$ cat src/rtl/bit_phase_pkg.sv
package bit_phase_pkg;
  localparam int unsigned OVERSAMPLE = 8;
  localparam int unsigned SYNC_STAGES = 2;
  localparam int unsigned VOTE_LEN = 5;
  localparam int unsigned PHASE_LOAD = 2;
  localparam int unsigned PHASE_STROBE = 5;
  localparam int unsigned MAX_VOTE = 15;

  function automatic int unsigned ones_in(input logic [MAX_VOTE-1:0] bits, input int unsigned n);
    int unsigned c;
    c = 0;
    for (int unsigned i = 0; i < MAX_VOTE; i++)
      if (i < n && bits[i]) c++;
    return c;
  endfunction
endpackage

$ cat src/rtl/bit_phase_sync.sv
module bit_phase_sync #(
  parameter int unsigned STAGES = 2
) (
  input  logic clk_i,
  input  logic rst_ni,
  input  logic d_i,
  output logic q_o
);
  logic [STAGES-1:0] chain_q;

  always_ff @(posedge clk_i or negedge rst_ni) begin
    if (!rst_ni) chain_q <= '1;
    else         chain_q <= {chain_q[STAGES-2:0], d_i};
  end

  assign q_o = chain_q[STAGES-1];
endmodule

$ cat src/rtl/bit_phase_vote.sv
module bit_phase_vote
  import bit_phase_pkg::*;
#(
  parameter int unsigned WIN = 5
) (
  input  logic clk_i,
  input  logic rst_ni,
  input  logic d_i,
  output logic vote_o
);
  localparam int unsigned HIST = WIN - 1;
  localparam int unsigned NEED = WIN / 2 + 1;

  logic [HIST-1:0] hist_q;
  logic [MAX_VOTE-1:0] window;
  logic vote_d, vote_q;

  always_comb begin
    window = '0;
    window[HIST:0] = {hist_q, d_i};
    vote_d = (ones_in(window, WIN) >= NEED);
  end

  always_ff @(posedge clk_i or negedge rst_ni) begin
    if (!rst_ni) begin
      hist_q <= '1;
      vote_q <= 1'b1;
    end else begin
      hist_q <= {hist_q[HIST-2:0], d_i};
      vote_q <= vote_d;
    end
  end

  assign vote_o = vote_q;
endmodule

$ cat src/rtl/bit_phase_ctr.sv
module bit_phase_ctr #(
  parameter int unsigned OVS = 8,
  parameter int unsigned LOAD = 2,
  parameter int unsigned STROBE = 5,
  localparam int unsigned CW = $clog2(OVS + 1)
) (
  input  logic          clk_i,
  input  logic          rst_ni,
  input  logic          bit_i,
  input  logic          resync_en_i,
  output logic          resync_o,
  output logic [CW-1:0] cnt_o,
  output logic          strobe_o
);
  logic bit_d_q;
  logic [CW-1:0] cnt_q;
  logic resync;

  // qualified 1->0 change of the voted bit
  assign resync = bit_d_q & ~bit_i & resync_en_i;

  always_ff @(posedge clk_i or negedge rst_ni) begin
    if (!rst_ni) begin
      bit_d_q <= 1'b1;
      cnt_q   <= CW'(1);
    end else begin
      bit_d_q <= bit_i;
      if (resync)                 cnt_q <= CW'(LOAD);
      else if (cnt_q == CW'(OVS)) cnt_q <= CW'(1);
      else                        cnt_q <= cnt_q + CW'(1);
    end
  end

  assign resync_o = resync;
  assign cnt_o    = cnt_q;
  assign strobe_o = (cnt_q == CW'(STROBE)) && !resync;
endmodule

$ cat src/rtl/bit_phase_rx.sv
module bit_phase_rx
  import bit_phase_pkg::*;
#(
  parameter int unsigned OVS = OVERSAMPLE,
  parameter int unsigned SYNC_N = SYNC_STAGES,
  parameter int unsigned WIN = VOTE_LEN,
  parameter int unsigned LOAD = PHASE_LOAD,
  parameter int unsigned STROBE = PHASE_STROBE,
  localparam int unsigned CW = $clog2(OVS + 1)
) (
  input  logic clk_i,
  input  logic rst_ni,
  input  logic line_i,
  input  logic resync_en_i,
  output logic bit_o,
  output logic strobe_o
);
  logic line_s;
  logic vote;
  logic resync;
  logic [CW-1:0] cnt;

  if (STROBE <= LOAD || STROBE - LOAD > 3 || STROBE > OVS || LOAD < 1) begin : g_bad_spacing
    $error("bit_phase_rx: strobe minus load must lie in 1..3");
  end

  bit_phase_sync #(.STAGES(SYNC_N)) u_sync (
    .clk_i(clk_i), .rst_ni(rst_ni), .d_i(line_i), .q_o(line_s)
  );

  bit_phase_vote #(.WIN(WIN)) u_vote (
    .clk_i(clk_i), .rst_ni(rst_ni), .d_i(line_s), .vote_o(vote)
  );

  bit_phase_ctr #(.OVS(OVS), .LOAD(LOAD), .STROBE(STROBE)) u_ctr (
    .clk_i(clk_i), .rst_ni(rst_ni), .bit_i(vote), .resync_en_i(resync_en_i),
    .resync_o(resync), .cnt_o(cnt), .strobe_o(strobe_o)
  );

  assign bit_o = vote;
endmodule

$ cat config.mk
export PLATFORM = sky130hd
export DESIGN_NAME = bit_phase_rx
export DESIGN_NICKNAME = d
export VERILOG_FILES = /design/src/rtl/bit_phase_pkg.sv /design/src/rtl/bit_phase_sync.sv /design/src/rtl/bit_phase_vote.sv /design/src/rtl/bit_phase_ctr.sv /design/src/rtl/bit_phase_rx.sv
export SDC_FILE = /design/constraint.sdc
export NUM_CORES = 1
export LEC_CHECK = 0
export BUFFER_PORTS_ARGS = -buffer_cell sky130_fd_sc_hd__buf_2
export CORE_UTILIZATION = 33
export DETAILED_ROUTE_END_ITERATION = 10
export PLACE_DENSITY = 0.47
export SLEW_MARGIN = 10
export SYNTH_ARGS = -nofsm -noshare
export SYNTH_HDL_FRONTEND = slang
export SYNTH_SLANG_ARGS = --single-unit
export TNS_END_PERCENT = 30
$ cat constraint.sdc
create_clock -name clk_i -period 2.7 [get_ports clk_i]
set_clock_uncertainty 0.15 [all_clocks]
set_input_delay 0 -clock clk_i [delete_from_list [all_inputs] [get_ports clk_i]]
set_output_delay 0 -clock clk_i [all_outputs]
set_load 0.05 [all_outputs]
-- Word-level counts from Yosys, hierarchy flattened
Cells that the tools add are included.
- add/subtract/negate cells: 5
- multiply operators: 0
- divide/modulo/power cells: 0
- order comparisons: 1
- equal/unequal tests: 2
- shift operators: 0
- muxes and demuxes: 7
- bitwise logic cells: 3
- reductions and logical operators: 2
- operators by type and width (cell ; count):
    adder 32 x 1 -> 32 bit (second input constant) ; 4
    2-to-1 mux 32 bit ; 4
    >= comparator 32 x 2 -> 1 bit (second input constant) ; 1
    2-to-1 mux 4 bit ; 2
    adder 4 x 1 -> 4 bit (second input constant) ; 1
    == test 4 x 3 -> 1 bit (second input constant) ; 1
    == test 4 bit (second input constant) ; 1
    bitwise AND 1 bit ; 2
    logical AND 1 bit ; 1
    logical NOT 1 bit ; 1
    2-to-1 mux 1 bit ; 1
    NOT 1 bit ; 1
- flip-flop bits (word level): 12
- latch bits: 0
- RAM bits: 0
- memory bits (read-only): 0
- bits of input ports: 4
- output and inout port bits: 2
- logic and storage cells: 25
- memories kept: 0

-- Depth between registers and ports, before layout
Gate-level depths: netlist of run 1.
- depth in word-level cells: 10
- depth in mapped cells: 9
- mapped depth without buffers: 9

-- Hierarchy
From an unflattened synthesis of run 1, not the netlist that was laid out.
- cell total of the unflattened synthesis: 68
- area total of the unflattened synthesis: 768.2 um^2
- by module, submodules not included (module ; times used ; cells each ; area each (um^2) ; sequential area each (um^2)):
    bit_phase_vote ; 1 ; 39 ; 434.2 ; 131.4
    bit_phase_ctr ; 1 ; 27 ; 281.5 ; 127.6
    bit_phase_sync ; 1 ; 2 ; 52.6 ; 52.6

-- Worst setup path after synthesis of run 1
No wires, ideal clock.
- path type: register to register
- from: reg u_sync.chain_q[1]
- to: reg u_vote.vote_q, in the netlist u_vote.vote_o
- setup time: 86 ps
- arrival time: 1860 ps
- required time: 2464 ps
- path slack: 604 ps
- cell stages (with the launch flop): 9
- buffers on the path: 0
- period minus slack after synthesis: 2096 ps
- path through: dfstp_2 > inv_1 > ha_1 > xnor3_2 > clkinv_1 > ha_1 > nand3_2 > o21a_1 > nand3_1
- word-level cells in the longest chain between the ends: 10
- RTL lines (item ; RTL line ; text):
    from (decl) ; bit_phase_sync.sv:9 ; logic [STAGES-1:0] chain_q;
    from (signal assigned) ; bit_phase_sync.sv:13 ; else chain_q <= {chain_q[STAGES-2:0], d_i};
    2-to-1 mux 1 bit * ; bit_phase_pkg.sv:13 ; if (i < n && bits[i]) c++;
    adder 32 x 1 -> 32 bit ; bit_phase_pkg.sv:13 ;
    2-to-1 mux 32 bit * ; bit_phase_pkg.sv:13 ;
    adder 32 x 1 -> 32 bit ; bit_phase_pkg.sv:13 ;
    2-to-1 mux 32 bit * ; bit_phase_pkg.sv:13 ;
    adder 32 x 1 -> 32 bit ; bit_phase_pkg.sv:13 ;
    2-to-1 mux 32 bit * ; bit_phase_pkg.sv:13 ;
    adder 32 x 1 -> 32 bit ; bit_phase_pkg.sv:13 ;
    2-to-1 mux 32 bit * ; bit_phase_pkg.sv:13 ;
    >= comparator 32 x 2 -> 1 bit * ; bit_phase_vote.sv:21 ; vote_d = (ones_in(window, WIN) >= NEED);
    named net u_vote.vote_d ; bit_phase_vote.sv:16 ; logic vote_d, vote_q;
    to (signal assigned) ; bit_phase_vote.sv:30 ; vote_q <= vote_d;
    to (decl) ; bit_phase_vote.sv:16 ;
Mark *: on every way through the listed nets, which the timed path passes. The rest lies on a longest branch.

-- Worst setup path after layout of run 1
Same ends and word-level chain as after synthesis.

==> impl_results.md, run 1 <==
* Reg-to-Reg End: u_vote.vote_o$_DFF_PN1_
* #FFs+latches synth at 12
* Pleak at 0.358 nW
* Placed insts at 90
* Layout cells sized above 1 at a little over a quarter
* Pre-CTS WS at a little over 0.5 ns
* Fillers at between 150 and 200
* Initial antenna violation count at 0
* Final Util at 43.9%
* HPWL after DPL at between 700 and 800 um
* Gp weighted congestion at between 0.7 and 0.8
* Synth top area cells: dfstp_2 (35%), ha_1 (15%), dfrtp_1 (11%), xnor3_2 (3.6%), mux2i_1 (3.0%)
* Core area at between 1500 and 2000 um^2
* Worst R2R Setup Slack at a little over 0.5 ns
* Clock root cell: clkbuf_4
* Hold_buf cts at 4
* H-tree Lvls at 1
* GRT overflow at 0
* CTS Buffer Depth at 2
* Total power at approximately 0.60 mW
* Postcts setup bufs at 0
* Max IR drop VDD at roughly 0.48 mV
* Ys Warns at 0
* DR vias/cell at approximately 4.5
* Worst slew margin at about 77%
* Distinct cells, synth at 26
* CP Class: flop to flop
* Post-Syn Instances at 60
* Post-layout worst setup margin at between 0.5 and 0.6 ns
* Cell area after synthesis at 668 um^2
* Placed cell area at 724 um^2
* Number of DRC markers in iteration 0 at 12
* Post_cts resized at 0
* Sequential share of the synthesized area at a little under half
* Worst Reg2Reg Path Length in Cells at 8
* Crit Path Max Fanout at 6
* CTS tree: built
* Number of max-cap violations at 0
* WL per Instance at between 10 and 15 um
* Post-route design area at around 790 um^2
* Largest net degree at the start of global routing at 11
* N_diodes at 0
* Cell Rows at 15
* Arr. time, crit path at roughly 2.2 ns
* Main synth FF type: dfstp_2
* Worst skew pair latency at ~0.26 ns
* Initial Utilization at a little under two fifths
* First-pass GRT wire length at between 1500 and 2000 um
* Status: complete, no violations
* Hold Slack at 0.178 ns
* Asr flop ratio synth at between 90% and 100%
* Worst Setup Start Kind: flop
* Overall via count from detail_route at 442
* Syn Area/Cell at 11.1 um^2
* Final Critical Period at around 2.2 ns
* Final Hold Vio Count at 0
* PwrDens at roughly 760 nW/um^2
* Worst hold path type: input port to asynchronous set/reset pin
* Critical path origin: u_sync.chain_q[1]$_DFF_PN1_
* Residual DRC count at 0
* Area leader, netlist: dfstp_2
* Finish-stage setup viols at 0
* Die Width at ~47 um
* Detail Route Antenna Nets at 0
* WP data required at 2.74 ns
* Synth Net Count at between 70 and 80
* Unrepaired setup endpoints after global routing: no
* FMAX at 457 MHz
* Layout net count at 86
* TritonRoute pass-1 iters at 2
* GRT Total Usage at roughly an eighth
* Max Slew Vio Count at 0
* Synthesis-to-finish area growth at 18.4%
* Tightest Pin Transition at between 0.3 and 0.4 ns
* Setup TNS at 0 ns
* Cell Count, Final, Fillers Out at a little under 100
* TritonCTS sink count at 12
* Reg clk slew, reported paths at approximately 0.07 ns
* Number of global-route vias before repair at roughly 400
* Top post-synthesis cells by count: dfstp_2 (9), ha_1 (8), nand2_1 (5), inv_1 (4), nor2_1 (4)
* Worst setup path end: u_vote.vote_o$_DFF_PN1_
* Worst reg2reg startpoint: u_sync.chain_q[1]$_DFF_PN1_
* Synth top area share at between 30 and 40%
* EDFF count, synth at 0
* CP endpoint kind: flop
* # IOs at 6
* Num CTS Buffers at 3
* Die Span Y at ~47 um
* PortBufs at 5
* Final WL at just over 1000 um
* Count leader, synth: dfstp_2
* Tcrit/Tclk final at between 80 and 90%
* Die area at between 2000 and 2500 um^2
-- registers in the layout, summed over array words and instances (netlist names) --
name	count
u_ctr.bit_d_q	1
u_ctr.cnt_o	4
u_sync.chain_q	2
u_vote.hist_q	4
u_vote.vote_o	1
-- routing by layer --
layer  track usage [%]  wire (um)
met5                 0          0
met4              3.43         11
met3              6.92         27
met2              14.2        381
met1              18.7        612
-- worst max-delay path, cell delays in order, from the launching register on --
cell	delay (ns)
dfstp_2	0.56
inv_1	0.06
ha_1	0.37
nand3b_1	0.25
and2_1	0.19
ha_1	0.29
nand3_2	0.07
o21a_1	0.11
nand3_1	0.07
-- cells in the final DEF (no fill, tap or decap), drive strengths merged --
cell / netlist / routed
buf: 0 / 5
o21a: 1 / 1
dfrtp: 3 / 3
mux2i: 2 / 2
inv: 4 / 4
dlygate4sd3: 0 / 4
nor3b: 1 / 1
a32oi: 1 / 1
or2: 1 / 1
and2: 1 / 1
nand4b: 1 / 1
nor3: 1 / 1
nand3: 4 / 4
xnor3: 1 / 1
a21oi: 3 / 3
nand4bb: 1 / 1
nor2b: 2 / 2
nand3b: 2 / 2
a31oi: 1 / 1
nor2: 4 / 4
clkbuf: 0 / 4
nand2: 5 / 5
dfstp: 9 / 9
ha: 8 / 8
xnor2: 1 / 1
clkinv: 1 / 1
nand4: 1 / 1
o32a: 1 / 1
-- layout make-up --
class                   count  area, um^2  share of cell area (%)
clock buffers               4        26.3                    3.32
inverters                   5        18.8                    2.37
multi-input cells          43         338                    42.7
flip-flops and latches     12         312                    39.4
well taps                  25        31.3                    3.96
repair buffers              9        65.1                    8.23
-- worst min path at each step --
stage	startpoint	endpoint	slack (ns)	cells past startpoint
finish	rst_ni	u_sync.chain_q[0]$_DFF_PN1_	0.18	2
global placement	rst_ni	u_ctr.cnt_o[3]$_DFF_PN0_	-0.26	1
floorplan	rst_ni	u_ctr.cnt_o[1]$_DFF_PN0_	-0.45	0
global route	u_sync.chain_q[0]$_DFF_PN1_	u_sync.chain_q[1]$_DFF_PN1_	0.21	0
detailed placement	rst_ni	u_ctr.cnt_o[3]$_DFF_PN0_	-0.27	1
CTS	rst_ni	u_sync.chain_q[0]$_DFF_PN1_	0.18	2
-- cell families after synthesis --
logic type	after synthesis	synth area share, %
buf+inv	5	2.81
simple gates	24	20.6
mux	2	3.00
xor+xnor	2	4.87
compound gates	7	7.12
fa+ha+maj	8	15.0
flops	12	46.6
-- report_power, final --
part	total [mW]	switching [mW]	internal [mW]	leakage [nW]
combinational	0.207	0.111	0.0956	0.212
clock	0.108	0.0505	0.0570	0.0150
sequential	0.284	0.0440	0.240	0.131
total	0.598	0.206	0.392	0.358
Note: power is estimated with default switching activity, not from simulation.
==> inputs of run 2 (changes only) <==
==> constraint.sdc (replaced) <==
create_clock -name clk_i -period 2.1 [get_ports clk_i]
set_clock_uncertainty 0.15 [all_clocks]
set_input_delay 0 -clock clk_i [delete_from_list [all_inputs] [get_ports clk_i]]
set_output_delay 0 -clock clk_i [all_outputs]
set_load 0.05 [all_outputs]
==> run 2 against run 1 <==
  * Clock power up 31%
  * Routed wire length up 16%
  * Largest cell class unchanged
  * First-iteration DRC count down 75%
  * Global-route usage up 1.9 points
  * Non-clock buffer count up 7
  * Sequential power up 28%
  * Critical path depth up 1
  * Total power up 34%
  * Sequential share of layout area down 5.0 points
  * Die area unchanged
  * Count of clock-buffer cells in the layout unchanged
==> impl_results.md, run 2 (synthesis results as in run 1) <==
* Status: complete, no violations
* Max IR drop VDD at 0.655 mV (+37%)
* Synthesis-to-finish area growth at 35.4%
* CP endpoint kind: flop
* H-tree Lvls at 1 (unchanged)
* DR vias/cell at 4.66 (+3.3%)
* Die area at 2210 um^2 (unchanged)
* Total power at 0.799 mW (+34%)
* Die Width at 47.0 um (unchanged)
* Comb power frac at 36.8% (+2.2 points)
* TritonCTS sink count at 12 (unchanged)
* PwrDens at 884 nW/um^2 (+17%)
* CTS tree: built
* Reg-to-Reg End: u_vote.vote_o$_DFF_PN1_
* Worst Setup Start Kind: flop
* FMAX at 491 MHz (+7.5%)
* Worst R2R Setup Slack at 0.06 ns (-0.45 ns)
* Num CTS Buffers at 3 (unchanged)
* Pleak at 0.389 nW (+8.7%)
* Worst hold path type: input port to asynchronous set/reset pin
* Arr. time, crit path at 2.08 ns (-0.14 ns)
* GRT Total Usage at 14.1% (+1.9 points)
* Tcrit/Tclk final at 97.0% (+16 points)
* Clock power share at 17.7% (-0.3 points)
* GRT overflow at 0 (unchanged)
* Cell Rows at 15 (unchanged)
* Initial Utilization at 37.1% (unchanged)
* PortBufs at 5 (unchanged)
* Final WL at 1200 um (+16%)
* Buffers & Inverters on Critical Path at 1 (unchanged)
* Commonest non-fill, non-tap cell in the layout: dfstp_2
* Layout cells sized above 1 at 42.5% (+15 points)
* Sw frac at 34.5% (about the same)
* WP data required at 2.15 ns (-0.59 ns)
* Layout net count at 93 (+8.1%)
* HPWL after DPL at 856 um (+12%)
* Core area at 1800 um^2 (unchanged)
* CP delay by family, top: compound AO/OA/AOI/OAI gates
* TritonRoute pass-1 iters at 3 (+1)
* Worst Reg2Reg Path Length in Cells at 9 (+1)
* Number of DRC markers in iteration 0 at 3 (-9)
* Number of max-cap violations at 0 (unchanged)
* Pre-CTS WS at 0.00173 ns (-0.506 ns)
* Crit-path max cell delay at 0.38 ns (-0.18 ns)
* Number of global-route vias before repair at 460 (+16%)
* WL per Instance at 11.4 um (+8.5%)
* Largest net degree at the start of global routing at 11 (unchanged)
* Worst slew margin at 79.4% (+2.2 points)
* Register share of total power at 45.5% (-1.9 points)
* Initial antenna violation count at 0 (unchanged)
* Most frequent cells in the layout: dfstp_2 (9), nand2_1 (5), buf_2 (5), buf_4 (5)
* Fillers at 170 (-11%)
* Int Pwr at 0.524 mW (+34%)
* Reg clk slew, reported paths at 0.07 ns (about the same)
* # IOs at 6 (unchanged)
* Post-layout worst setup margin at 0.0638 ns (-0.447 ns)
* Psw at 0.275 mW (+34%)
* Residual DRC count at 0 (unchanged)
* Tightest Pin Transition at 0.308 ns (-0.0323 ns)
* CP Class: flop to flop
* Finish-stage setup viols at 0 (unchanged)
* First-pass GRT wire length at 2010 um (+15%)
* Overall via count from detail_route at 489 (+11%)
* CTS Buffer Depth at 2 (unchanged)
* Worst reg2reg startpoint: u_sync.chain_q[1]$_DFF_PN1_
* Worst skew pair latency at 0.27 ns (about the same)
* Critical Path, Cell by Cell: buf_6 > ha_4 > nor2b_1 > o32a_1 > and2_1 > ha_1 > nand3_2 > o21a_1 > nand3_1
* Clock root cell: clkbuf_4
* Die Span Y at 47.0 um (unchanged)
* Slowest CP cell: dfstp_2
* Detail Route Antenna Nets at 0 (unchanged)
* N_diodes at 0 (unchanged)
* Max Slew Vio Count at 0 (unchanged)
* Final Critical Period at 2.04 ns (-0.153 ns)
* Crit Path Max Fanout at 3 (-3)
* Gp weighted congestion at 0.644 (-9.5%)
* Final Hold Vio Count at 0 (unchanged)
## run 2: cell types whose count changed in the layout (fill, tap and decap cells not counted)
cell	change
mux2i_1	-1
inv_2	+2
buf_6	+2
ha_4	+4
inv_1	-2
mux2i_2	+1
ha_1	-4
buf_4	+5
## run 2: final cells by class
type,instances,area [um^2],area share (%)
well taps,25,31.3,3.46
flip-flops and latches,12,312,34.4
multi-input cells,43,392,43.3
inverters,5,18.8,2.07
clock buffers,4,26.3,2.90
repair buffers,16,125,13.8
## run 2: power by group through the flow
stage | sequential (mW) | combinational, mW | clock, mW
6_report | 0.363 | 0.294 | 0.142
5_1_grt | 0.373 | 0.334 | 0.166
4_1_cts | 0.363 | 0.289 | 0.149
3_5_place_dp | 0.366 | 0.279 | 0
3_3_place_gp | 0.369 | 0.276 | 0
2_1_floorplan | 0.378 | 0.194 | 0
## run 2: how the worst max path moves through the flow
stage                                      startpoint  cells after the start                 endpoint  slack [ns]
after global placement    u_sync.chain_q[1]$_DFF_PN1_                      8  u_vote.vote_o$_DFF_PN1_        0.01
after detailed placement  u_sync.chain_q[1]$_DFF_PN1_                      9  u_vote.vote_o$_DFF_PN1_       0.002
final                     u_sync.chain_q[1]$_DFF_PN1_                      9  u_vote.vote_o$_DFF_PN1_        0.06
after global routing      u_sync.chain_q[1]$_DFF_PN1_                      9  u_vote.vote_o$_DFF_PN1_      -0.005
after CTS                 u_sync.chain_q[1]$_DFF_PN1_                      9  u_vote.vote_o$_DFF_PN1_      0.0009
after floorplan           u_sync.chain_q[1]$_DFF_PN1_                      8  u_vote.vote_o$_DFF_PN1_       0.004
## run 2: per-layer routing
metal  GRT usage [%]  share of wire (%)  up-vias
met5               0                  0        -
met4            5.14                1.1        0
met3            6.92                4.5        2
met2            20.6                 44        9
met1            18.1                 50      229
li1                -                  -      249
## run 2: metrics by stage
stage / hold WS (ns) / cell area (um^2) / cells / util, % / setup TNS (ns)
4_1_cts: 0.185 / 848 / 104 / 47.1 / 0
5_1_grt: 0.215 / 905 / 105 / 50.2 / -0.00538
2_1_floorplan: -0.446 / 668 / 60 / - / 0
6_report: 0.177 / 905 / 105 / 50.2 / 0
3_5_place_dp: -0.267 / 769 / 96 / 42.7 / 0
3_3_place_gp: -0.266 / 769 / 96 / 42.7 / 0
## run 2: worst register-to-register path, delay by kind of cell (launching register included)
family / cells / cell delay [ns]
simple gates: 4 / 0.42
buf+inv: 1 / 0.12
compound gates: 2 / 0.46
fa+ha+maj: 2 / 0.44
flops: 1 / 0.38
## run 2: timing repair
| action | 4_1_cts | 5_1_grt |
|---|---|---|
| setup buffers | 0 | 1 |
| resized for setup | 1 | 11 |
| pin swaps | 0 | 5 |
| hold buffers | 4 | 0 |
| endpoints found under the setup margin | 1 | 1 |
| endpoints found under the hold margin | 16 | 0 |
==> inputs of run 3 (changes only) <==
--- a/config.mk
+++ b/config.mk
@@ -6,9 +6,12 @@
 export NUM_CORES = 1
 export LEC_CHECK = 0
 export BUFFER_PORTS_ARGS = -buffer_cell sky130_fd_sc_hd__buf_2
-export CORE_UTILIZATION = 33
+export CORE_AREA = 2 2 39 41
+export CTS_CLUSTER_SIZE = 30
 export DETAILED_ROUTE_END_ITERATION = 10
-export PLACE_DENSITY = 0.47
+export DIE_AREA = 0 0 41 43
+export GPL_ROUTABILITY_DRIVEN = 0
+export PLACE_DENSITY = 0.67
 export SLEW_MARGIN = 10
 export SYNTH_ARGS = -nofsm -noshare
 export SYNTH_HDL_FRONTEND = slang
==> run 3 against run 2 <==
  * Sequential cell count is the same
  * Final cell count shrank 9.5%
  * Core utilization grew 13 points
  * Sequential share of layout area grew 1.3 points
  * Critical path depth is the same
  * First-iteration DRC count grew to 3.3 times the previous value
  * Largest power group unchanged
  * Maximum frequency grew 1.2%
  * Critical path type unchanged
  * Register-to-register slack gained 0.03 ns
==> impl_results.md, run 3 (synthesis results as in run 1) <==
* GRT overflow at 0 (unchanged)
* Die area at 1760 um^2 (-20%)
* WP data required at 2.17 ns (+0.02 ns)
* Crit Path Max Fanout at 6 (+3)
* Clock root cell: clkbuf_4
* Synthesis-to-finish area growth at 30.3%
* Max Slew Vio Count at 0 (unchanged)
* Tightest Pin Transition at 0.321 ns (+0.0132 ns)
* FMAX at 497 MHz (+1.2%)
* Tcrit/Tclk final at 95.8% (-1.2 points)
* TritonCTS sink count at 12 (unchanged)
* Num CTS Buffers at 3 (unchanged)
* Layout cells sized above 1 at 43.0% (+0.54 points)
* Total power at 0.841 mW (+5.2%)
* Post-route design area at 871 um^2 (-3.7%)
* CP most frequent cell: ha_4
* Die Width at 41 um (-13%)
* Critical Path, Cell by Cell: inv_1 > ha_4 > nand2_1 > o32a_1 > and2_4 > ha_4 > nand3_2 > o21a_1 > nand3_1
* Pre-CTS WS at -0.00834 ns (-0.0101 ns)
* Register area at 312 um^2 (unchanged)
* N_diodes at 0 (unchanged)
* Final Util at 62.9% (+13 points)
* Final Hold Vio Count at 0 (unchanged)
* Critical path origin: u_sync.chain_q[1]$_DFF_PN1_
* Reg clk slew, reported paths at 0.07 ns (about the same)
* PortBufs at 5 (unchanged)
* Pleak at 0.388 nW (-0.26%)
* Max IR drop VDD at 0.566 mV (-14%)
* Crit-path max cell delay at 0.53 ns (+0.15 ns)
* Top Usage Layer GRT: met1
* Finish-stage setup viols at 0 (unchanged)
* Worst skew pair latency at 0.27 ns (about the same)
* M1 GR Usage at 23.8% (+5.7 points)
* Initial Utilization at 48.3% (+11 points)
* TritonRoute pass-1 iters at 3 (unchanged)
* Largest net degree at the start of global routing at 11 (unchanged)
* Status: complete, no violations
* GRT Total Usage at 17.1% (+3.0 points)
* Detail Route Antenna Nets at 0 (unchanged)
* CP delay by family, top: adder cells
* Slowest CP cell: dfstp_2
* Initial antenna violation count at 0 (unchanged)
* Number of max-cap violations at 0 (unchanged)
* Die Span Y at 43 um (-8.5%)
* Worst reg2reg startpoint: u_sync.chain_q[1]$_DFF_PN1_
* Overall via count from detail_route at 486 (-0.61%)
* Commonest non-fill, non-tap cell in the layout: dfstp_2
* CP Class: flop to flop
* HPWL after DPL at 761 um (-11%)
* Worst R2R Setup Slack at 0.09 ns (+0.03 ns)
* Post-layout worst setup margin at 0.0889 ns (+0.0251 ns)
* Final Critical Period at 2.01 ns (-0.0251 ns)
* Final WL at 1150 um (-4.2%)
* Met2 Usage GRT at 22.2% (+1.6 points)
* CTS Buffer Depth at 2 (unchanged)
* Placed cell area at 751 um^2 (-2.4%)
* Residual DRC count at 0 (unchanged)
* Buffers & Inverters on Critical Path at 1 (unchanged)
* WL per Instance at 12.1 um (+5.9%)
* CTS tree: built
* DR vias/cell at 5.12 (+9.8%)
* Core area at 1380 um^2 (-23%)
* Worst slew margin at 78.5% (-0.88 points)
* Layout net count at 92 (-1.1%)
* Met3 Track Usage GR at 7.85% (+0.93 points)
* # IOs at 6 (unchanged)
* Most frequent cells in the layout: dfstp_2 (9), buf_4 (6), nand2_1 (5), buf_2 (5)
* Worst Setup Start Kind: flop
* Multi-input combinational cell area at 374 um^2 (-4.5%)
* Number of DRC markers in iteration 0 at 10 (+7)
* Worst hold path type: input port to asynchronous set/reset pin
* Fillers at 114 (-33%)
* First-pass GRT wire length at 1950 um (-3.1%)
* CP endpoint kind: flop
* Number of global-route vias before repair at 463 (+0.65%)
* PwrDens at 966 nW/um^2 (+9.3%)
* H-tree Lvls at 1 (unchanged)
* Arr. time, crit path at 2.08 ns (about the same)
* Cell Rows at 14 (-1)
## run 3: final cells by class
class | instances | share of cell area [%]
tap | 16 | 2.30
timing repair buffer | 15 | 12.6
inverter | 5 | 2.16
multi-input combinational | 43 | 43.0
clock buffer | 4 | 4.17
sequential | 12 | 35.8
## run 3: through the flow
stage | std cells | TNS [ns] | hold slack [ns]
after floorplan | 60 | 0 | -0.446
after global placement | 86 | 0 | -0.270
after CTS | 94 | 0 | 0.176
after detailed placement | 86 | -0.00834 | -0.269
final | 95 | 0 | 0.178
after global routing | 95 | -0.00962 | 0.209
## run 3: report_power, final
part / internal [mW] / switching, mW
clock: 0.105 / 0.0755
combinational: 0.145 / 0.151
sequential: 0.308 / 0.0553
total: 0.559 / 0.282
## run 3: timing repair
action / 4_1_cts / 5_1_grt
endpoints found under the hold margin: 15 / 0
gates resized for setup: 1 / 6
endpoints found under the setup margin: 1 / 1
pin swaps: 0 / 5
hold buffers: 4 / 0
buffers inserted: 0 / 1
## run 3: path summary, 6_finish.rpt
kind                       cells past startpoint                     endpoint
max in group asynchronous                      3     u_ctr.cnt_o[1]$_DFF_PN0_
setup reg to reg                               9      u_vote.vote_o$_DFF_PN1_
min in group clk_i                             0  u_sync.chain_q[1]$_DFF_PN1_
hold reg to reg                                0  u_sync.chain_q[1]$_DFF_PN1_
hold / removal                                 2   u_vote.hist_q[1]$_DFF_PN1_
setup / recovery                               9      u_vote.vote_o$_DFF_PN1_
## run 3: worst reg2reg max path, delay by kind of cell (launching register included)
| family | cells | cell delay [ns] |
|---|---|---|
| AND/OR/NAND/NOR | 4 | 0.37 |
| adder cells (fa/ha/maj) | 2 | 0.56 |
| buffers and inverters | 1 | 0.07 |
| flip-flops | 1 | 0.53 |
| AO/OA/AOI/OAI | 2 | 0.30 |
## run 3: per-layer routing
layer,part of all wire (%),vias to the layer above
met1,50,228
met4,1.8,0
li1,-,246
met3,3.6,4
met2,44,8
met5,0,-
